--- src/rtl/key_writer_guard_pkg.sv ---
package key_writer_guard_pkg;
   typedef enum logic {
      SRC_BUS = 1'b0,
      SRC_KS  = 1'b1
   } wr_src_e;

   function automatic int unsigned idx_width(input int unsigned n);
      return (n <= 2) ? 1 : $clog2(n);
   endfunction
endpackage

--- src/rtl/kg_write_mux.sv ---
module kg_write_mux #(
   parameter int unsigned WORD_W = 32,
   parameter int unsigned IDX_W  = 2,
   parameter int unsigned ID_W   = 3,
   parameter int unsigned KS_ID  = 7
) (
   input  logic              bus_we,
   input  logic [IDX_W-1:0]  bus_idx,
   input  logic [WORD_W-1:0] bus_data,
   input  logic [ID_W-1:0]   bus_id,
   input  logic              ks_we,
   input  logic [IDX_W-1:0]  ks_idx,
   input  logic [WORD_W-1:0] ks_data,
   output logic              wr_en,
   output logic [IDX_W-1:0]  wr_idx,
   output logic [WORD_W-1:0] wr_data,
   output logic [ID_W-1:0]   wr_id
);
   import key_writer_guard_pkg::*;

   localparam logic [ID_W-1:0] KS_ID_V = ID_W'(KS_ID);

   wr_src_e src;

   always_comb begin
      src     = ks_we ? SRC_KS : SRC_BUS;
      wr_en   = ks_we | bus_we;
      wr_idx  = (src == SRC_KS) ? ks_idx  : bus_idx;
      wr_data = (src == SRC_KS) ? ks_data : bus_data;
      wr_id   = (src == SRC_KS) ? KS_ID_V : bus_id;
   end
endmodule

--- src/rtl/kg_word_bank.sv ---
module kg_word_bank #(
   parameter int unsigned WORD_W    = 32,
   parameter int unsigned NUM_WORDS = 4,
   parameter int unsigned IDX_W     = 2
) (
   input  logic                        clk,
   input  logic                        rst_n,
   input  logic                        wr_en,
   input  logic [IDX_W-1:0]            wr_idx,
   input  logic [WORD_W-1:0]           wr_data,
   output logic [NUM_WORDS*WORD_W-1:0] key
);
   for (genvar w = 0; w < NUM_WORDS; w++) begin : g_word
      logic [WORD_W-1:0] word_q;
      always_ff @(posedge clk or negedge rst_n) begin
         if (!rst_n) begin
            word_q <= '0;
         end else if (wr_en && (wr_idx == IDX_W'(w))) begin
            word_q <= wr_data;
         end
      end
      assign key[w*WORD_W +: WORD_W] = word_q;
   end
endmodule

--- src/rtl/kg_owner_track.sv ---
module kg_owner_track #(
   parameter int unsigned NUM_WORDS = 4,
   parameter int unsigned IDX_W     = 2,
   parameter int unsigned ID_W      = 3
) (
   input  logic                 clk,
   input  logic                 rst_n,
   input  logic                 wr_en,
   input  logic [IDX_W-1:0]     wr_idx,
   input  logic [ID_W-1:0]      wr_id,
   output logic [NUM_WORDS-1:0] mask,
   output logic [ID_W-1:0]      owner,
   output logic                 valid
);
   logic [NUM_WORDS-1:0] sel;
   logic                 foreign;
   logic                 full;

   always_comb begin
      sel = '0;
      for (int i = 0; i < NUM_WORDS; i++) begin
         if (wr_idx == IDX_W'(i)) sel[i] = 1'b1;
      end
      foreign = wr_en && (wr_id != owner);
      full    = &mask;
   end

   always_ff @(posedge clk or negedge rst_n) begin
      if (!rst_n) begin
         mask  <= '0;
         owner <= '0;
         valid <= 1'b0;
      end else begin
         valid <= full && !foreign;
         if (wr_en) begin
            if (foreign) begin
               owner <= wr_id;
               mask  <= sel;
            end else begin
               mask  <= mask | sel;
            end
         end
      end
   end
endmodule

--- src/rtl/kg_start_gate.sv ---
module kg_start_gate (
   input  logic clk,
   input  logic rst_n,
   input  logic valid,
   input  logic start_req,
   input  logic err_clr,
   output logic start_out,
   output logic err
);
   logic refused;

   always_comb begin
      refused   = start_req && !valid;
      start_out = start_req && valid;
   end

   always_ff @(posedge clk or negedge rst_n) begin
      if (!rst_n)       err <= 1'b0;
      else if (refused) err <= 1'b1;
      else if (err_clr) err <= 1'b0;
   end
endmodule

--- src/rtl/key_writer_guard.sv ---
module key_writer_guard #(
   parameter int unsigned WORD_W    = 32,
   parameter int unsigned NUM_WORDS = 4,
   parameter int unsigned ID_W      = 3,
   parameter int unsigned KS_ID     = 7,
   parameter int unsigned IDX_W     = key_writer_guard_pkg::idx_width(NUM_WORDS),
   parameter int unsigned KEY_W     = WORD_W * NUM_WORDS
) (
   input  logic              clk,
   input  logic              rst_n,
   input  logic              bus_we_i,
   input  logic [IDX_W-1:0]  bus_idx_i,
   input  logic [WORD_W-1:0] bus_data_i,
   input  logic [ID_W-1:0]   bus_id_i,
   input  logic              ks_we_i,
   input  logic [IDX_W-1:0]  ks_idx_i,
   input  logic [WORD_W-1:0] ks_data_i,
   input  logic              start_i,
   input  logic              err_clr_i,
   output logic [KEY_W-1:0]  key_o,
   output logic              key_valid_o,
   output logic              start_o,
   output logic              start_err_o
);
   if (NUM_WORDS < 2) begin : g_bad_words
      $error("key_writer_guard: NUM_WORDS must be at least 2");
   end
   if (KS_ID >= (1 << ID_W)) begin : g_bad_ks_id
      $error("key_writer_guard: KS_ID does not fit in ID_W bits");
   end
   if (KEY_W != WORD_W * NUM_WORDS) begin : g_bad_key_w
      $error("key_writer_guard: KEY_W must equal WORD_W*NUM_WORDS");
   end

   logic                 wr_en;
   logic [IDX_W-1:0]     wr_idx;
   logic [WORD_W-1:0]    wr_data;
   logic [ID_W-1:0]      wr_id;
   logic [NUM_WORDS-1:0] mask;
   logic [ID_W-1:0]      owner;

   kg_write_mux #(.WORD_W(WORD_W), .IDX_W(IDX_W), .ID_W(ID_W), .KS_ID(KS_ID)) u_mux (
      .bus_we(bus_we_i), .bus_idx(bus_idx_i), .bus_data(bus_data_i), .bus_id(bus_id_i),
      .ks_we(ks_we_i), .ks_idx(ks_idx_i), .ks_data(ks_data_i),
      .wr_en(wr_en), .wr_idx(wr_idx), .wr_data(wr_data), .wr_id(wr_id)
   );

   kg_word_bank #(.WORD_W(WORD_W), .NUM_WORDS(NUM_WORDS), .IDX_W(IDX_W)) u_bank (
      .clk(clk), .rst_n(rst_n), .wr_en(wr_en), .wr_idx(wr_idx), .wr_data(wr_data),
      .key(key_o)
   );

   kg_owner_track #(.NUM_WORDS(NUM_WORDS), .IDX_W(IDX_W), .ID_W(ID_W)) u_track (
      .clk(clk), .rst_n(rst_n), .wr_en(wr_en), .wr_idx(wr_idx), .wr_id(wr_id),
      .mask(mask), .owner(owner), .valid(key_valid_o)
   );

   kg_start_gate u_gate (
      .clk(clk), .rst_n(rst_n), .valid(key_valid_o), .start_req(start_i),
      .err_clr(err_clr_i), .start_out(start_o), .err(start_err_o)
   );
endmodule


--- config.mk ---
export PLATFORM = sky130hd
export DESIGN_NAME = key_writer_guard
export DESIGN_NICKNAME = d
export VERILOG_FILES = /design/src/rtl/key_writer_guard_pkg.sv /design/src/rtl/kg_write_mux.sv /design/src/rtl/kg_word_bank.sv /design/src/rtl/kg_owner_track.sv /design/src/rtl/kg_start_gate.sv /design/src/rtl/key_writer_guard.sv
export SDC_FILE = /design/constraint.sdc
export NUM_CORES = 1
export LEC_CHECK = 0
export CAP_MARGIN = 20
export CORE_AREA = 2 2 122 124
export DETAILED_ROUTE_END_ITERATION = 10
export DIE_AREA = 0 0 124 126
export GPL_TIMING_DRIVEN = 0
export PLACE_DENSITY = 0.82
export REMOVE_ABC_BUFFERS = 1
export SLEW_MARGIN = 40
export SYNTH_ARGS = -nofsm -noshare
export SYNTH_HDL_FRONTEND = slang
export SYNTH_HIERARCHICAL = 1
export SYNTH_SLANG_ARGS = --single-unit
--- constraint.sdc ---
create_clock -name clk -period 1.1 [get_ports clk]
set_input_delay 0.22 -clock clk [delete_from_list [all_inputs] [get_ports clk]]
set_output_delay 0.22 -clock clk [all_outputs]
set_load 0.01 [all_outputs]
== After elaboration in Yosys (flattened, before gate mapping) ==
Cells that the tools add are included.

* Register bits after elaboration: 137
* Latch bits: 0
* Bits in writable memories: 0
* Bits in read-only memories: 0
* Input bits: 77
* Output and inout bits: 131
* Word-level logic and storage cells: 39
* Memories: 0

* Add/sub/neg operators: 0
* $mul: 0
* Div/mod/pow operators: 0
* $lt $le $gt $ge: 0
* Eq/ne operators: 4
* Shifts and indexed selects: 0
* Muxes and demuxes: 11
* Bitwise operators: 2
* Reduce and logical (&&, ||, !) cells: 14

{| class="wikitable"
|+ Operators with widths
! operator !! count
|-
| two-way mux 32 bit || 1
|-
| logical AND 1 bit || 8
|-
| two-way mux 1 bit || 7
|-
| == test 2 bit (second input constant) || 2
|-
| two-way mux 4 bit || 1
|-
| OR 4 bit || 1
|-
| AND reduction 4 bit || 1
|-
| two-way mux 3 bit || 1
|-
| inequality test 3 bit || 1
|-
| == test 2 x 1 -> 1 bit (second input constant) || 1
|-
| zero test 1 bit || 2
|-
| zero test 2 bit || 1
|-
| two-way mux 2 bit || 1
|-
| AND reduction 2 bit || 1
|-
| nonzero test 2 bit || 1
|-
| OR 1 bit || 1
|}

== Depth between registers and ports, before layout ==
* Word-level depth: 6
* Gate-level depth with buffers: 6
* Depth with buffers taken out: 4

== Cells and area by module ==
The synthesis kept the hierarchy.

{| class="wikitable"
|+ Modules (own cells, without submodules)
! module !! instances !! cells an instance !! area an instance (µm²) !! seq. area each (µm²)
|-
| kg_word_bank || 1 || 272 || 4,744.6 || 3,203.1
|-
| kg_write_mux || 1 || 42 || 506.7 || 0.0
|-
| kg_owner_track || 1 || 31 || 347.8 || 200.2
|-
| kg_start_gate || 1 || 5 || 52.6 || 25.0
|}

== Worst setup path after synthesis ==
No wires, ideal clock.

* Path type: input to register
* Start point: in ks_we_i
* End point: reg u_bank.g_word[0].word_q[10]
* Library setup time: 0.125 ns
* Arrival time: 1.589 ns
* Data required time: 0.975 ns
* Path slack: -0.614 ns
* Cell stages on the path: 5
* Path buffers: 2
* Path through: buf_6 > mux2_2 > nor3b_2 > buf_4 > mux2_2

* Cells in the longest elaborated chain, start to end: 4
* Elaborated cells on any way between the ends: 6
* Those cells by class: 3 x mux; 1 x bitwise; 2 x reduce/logical

{| class="wikitable"
|+ RTL lines
! item !! line !! source
|-
| start: declaration || key_writer_guard.sv:15 || <nowiki>input logic ks_we_i,</nowiki>
|-
| two-way mux 1 bit || kg_write_mux.sv:26 || <nowiki>src = ks_we ? SRC_KS : SRC_BUS;</nowiki>
|-
| two-way mux 2 bit || kg_write_mux.sv:28 || <nowiki>wr_idx = (src == SRC_KS) ? ks_idx : bus_idx;</nowiki>
|-
| net wr_idx[1] || key_writer_guard.sv:36 || <nowiki>logic [IDX_W-1:0] wr_idx;</nowiki>
|-
| zero test 2 bit || kg_word_bank.sv:18 || <nowiki>end else if (wr_en && (wr_idx == IDX_W'(w))) begin</nowiki>
|-
| logical AND 1 bit || kg_word_bank.sv:18 ||
|-
| end signal: assignment || kg_word_bank.sv:19 || <nowiki>word_q <= wr_data;</nowiki>
|-
| end: declaration || kg_word_bank.sv:14 || <nowiki>logic [WORD_W-1:0] word_q;</nowiki>
|}

The timed path passes the listed nets, and every way through them passes these cells.
A chain may end at the register's enable or synchronous reset.

== Final worst setup path ==
* Start point: in ks_we_i
* End point: reg u_bank.g_word[2].word_q[21]

* Cells in the longest elaborated chain, start to end: 4
* Elaborated cells on any way between the ends: 6
* Those cells by class: 1 x eq/ne; 3 x mux; 1 x bitwise; 1 x reduce/logical

{| class="wikitable"
|+ RTL lines
! item !! line
|-
| two-way mux 1 bit || kg_write_mux.sv:26
|-
| two-way mux 2 bit || kg_write_mux.sv:28
|-
| net wr_idx[0] || key_writer_guard.sv:36
|-
| == test 2 bit || kg_word_bank.sv:18
|-
| logical AND 1 bit || kg_word_bank.sv:18
|-
| end signal: assignment || kg_word_bank.sv:19
|-
| end: declaration || kg_word_bank.sv:14
|}

The timed path passes the listed nets, and every way through them passes these cells.

==> results.json <==
{
  "first_pass_iters": 4,
  "port_buffers": 207,
  "fp.dieH_um": 126,
  "ff2ff_setup_slack_ns": -0.09,
  "area_delta_synth_final_pct": 75.9,
  "syn_area_um2": 5650,
  "clk_path_buf_depth": 2,
  "seq_area_frac_synth_pct": 60.7,
  "drc": 0,
  "grt_max_degree": 72,
  "vdd_drop_max_mv": 0.962,
  "status": "finished, violations left",
  "holdCritPathClass": "primary input to async pin",
  "drv_slew": 0,
  "use_met1_pct": 25.7,
  "pwr_density_cell_nw_per_um2": 1970,
  "cts_tree": "done",
  "gr-usage-all-layers_pct": 22.2,
  "endpoint_kind": "register",
  "arrival_ns": 1.76,
  "die_w_um": 124,
  "initial_core_util_pct": 39.5,
  "num_antenna_cells": 0,
  "layout_common_cells": "137 x dfrtp_1, 102 x mux2_4, 90 x buf_4",
  "ys.warnings.count": 6,
  "finish.net_count": 771,
  "core_um2": 14300,
  "slew_headroom_pct": 74.6,
  "rsz0062_at_grt": "true",
  "clockRootBuffer": "clkbuf_16",
  "period_minus_slack_ns": 1.47,
  "mostFrequentLayoutCell": "dfrtp_1",
  "finalSetupViolations": 264,
  "hold_violations": 0,
  "layout-drive-gt1-share_pct": 66.9,
  "reg2reg_from": "u_track/owner[1]",
  "rows": 44,
  "grt-busiest-layer": "met2",
  "grt-ovfl-total": 0,
  "synth.distinct_cells": 22,
  "reg2regPathDepth": 3,
  "cp_data_required_time_ns": 1.39,
  "antenna_found_initial": 0,
  "clkSlewWorstSetupHoldPaths_ns": 0.06,
  "place_ws_ns": -1.58,
  "synth.avg_cell_area_um2": 16.1,
  "worstMarginPinSlew_ns": 0.381,
  "multi_input_comb_area_um2": 2440,
  "finClkSkew_ns": 0.00296,
  "violations": "negative setup slack",
  "cts_made_buffers": 17,
  "fillerInstances": 948,
  "grt_pass1_wl_um": 26000,
  "ant_nets": 0,
  "period_share_pct": 134,
  "crit_fanout": 6,
  "drt_wl_total_um": 18200,
  "fmax_ghz": 0.681,
  "die_area_um2": 15600,
  "max_cap_violations": 0,
  "io_pins": 208,
  "setup_slack_ns": -0.369,
  "synth-seq-cells": 137,
  "gp_congestion": 0.698,
  "worstSetupPathType": "primary input to register",
  "synth_cells": 350,
  "clk_latency_ns": 0.41,
  "grt_pass1_vias": 4687,
  "grt_util_met3_pct": 6.57,
  "fin_cells": 890,
  "dp.cells": 736,
  "cts.sinks": 137,
  "grtUsageMet2_pct": 38.1,
  "regArea_um2": 3430,
  "avgViaCountPerCell": 4.85,
  "wl_per_cell_um": 20.5,
  "drt-initial-drc-count": 246,
  "worstReg2RegEnd": "u_track/mask[2]",
  "tns_ns": -44.84,
  "htree_levels": 4,
  "hold_ws_ns": 0.311,
  "p_leak_nw": 4.87,
  "vias": 4318,
  "start_kind": "primary input",
  "dp_hpwl_um": 10200
}
critical path, cell delays in order:
cell and delay, ns:
buf_16 0.11, buf_12 0.12, mux2_4 0.34, buf_6 0.13, nand3b_1 0.20, buf_6 0.19, buf_12 0.14, mux2_4 0.30
worst max path at each step:
stage	slack, ns	to	depth (start not counted)	startpoint
3_3_place_gp	-5.25	u_bank/g_word[3].word_q[9]	1	rst_n
3_5_place_dp	-1.58	u_bank/g_word[0].word_q[6]	7	ks_we_i
5_1_grt	-0.38	u_bank/g_word[0].word_q[21]	8	ks_we_i
4_1_cts	-0.30	u_bank/g_word[0].word_q[19]	8	ks_we_i
2_1_floorplan	-1.37	u_bank/g_word[0].word_q[0]	3	ks_we_i
6_report	-0.37	u_bank/g_word[2].word_q[21]	8	ks_we_i
cells in the mapped netlist (all sizes together):
| master | instances | area share, % |
|---|---|---|
| nor3b | 1 | 0.22 |
| o22ai | 2 | 0.33 |
| o31a | 1 | 0.15 |
| inv | 6 | 0.40 |
| mux2 | 165 | 34 |
| dfrtp | 137 | 61 |
| clkbuf | 1 | 0.066 |
| nand2 | 2 | 0.13 |
| and2 | 1 | 0.13 |
| xor2 | 3 | 0.46 |
| buf | 16 | 1.9 |
| or2 | 4 | 0.44 |
| o21ai | 3 | 0.27 |
| nand3 | 3 | 0.27 |
| nor2 | 1 | 0.066 |
| nand3b | 3 | 0.40 |
| nor3 | 1 | 0.18 |
through the flow:
stage                     power [mW]  utilization, %  instance area, um2
after floorplan                 8.96               -                5540
after global placement          12.1            54.8                7840
after detailed placement        12.4            56.0                8020
after CTS                       18.5            64.9                9290
after global routing            20.5            69.4                9940
final                           19.6            69.4                9940
per-layer routing:
layer / vias up / part of all wire [%]
met5: - / 0
met4: 0 / 2.0
met3: 28 / 6.4
met2: 170 / 53
met1: 2182 / 39
li1: 1938 / -
cell families (layout without fill, tap and decap cells):
family	Yosys count	count (layout)	synth area share, %
AND/OR/NAND/NOR	16	16	1.84
flip-flops	137	137	60.7
buffers and inverters	23	379	2.35
multiplexers	165	165	33.9
XOR/XNOR	3	3	0.465
AO/OA/AOI/OAI	6	6	0.753
report_power, final:
part	total [mW]	internal (mW)	switching, mW
Combinational	6.83	4.32	2.51
Clock	5.75	3.59	2.16
Sequential	7.04	6.27	0.771
Total	19.6	14.2	5.44
state kept, by name (all words and copies together), names as in the netlist:
signal                flops
u_bank/g_word.word_q    128
u_track/mask              4
u_track/owner             3
u_gate/err                1
u_track/valid             1
layout make-up:
type	instances	area share [%]
multi-input cells	190	24.6
flip-flops and latches	137	34.5
clock buffers	18	4.42
repair buffers	342	32.4
inverters	6	0.227
clock inverters	13	1.55
well taps	184	2.32
repair_timing:
| action | in CTS | in global routing |
|---|---|---|
| setup endpoints to repair | 267 | 338 |
| hold buffers | 1 | 0 |
| resized for setup | 664 | 70 |
| buffers inserted | 69 | 49 |
| endpoints found under the hold margin | 66 | 0 |
| cloned | 7 | 3 |
| pin swaps | 6 | 4 |
No activity file was read; power rests on OpenSTA's default activity.
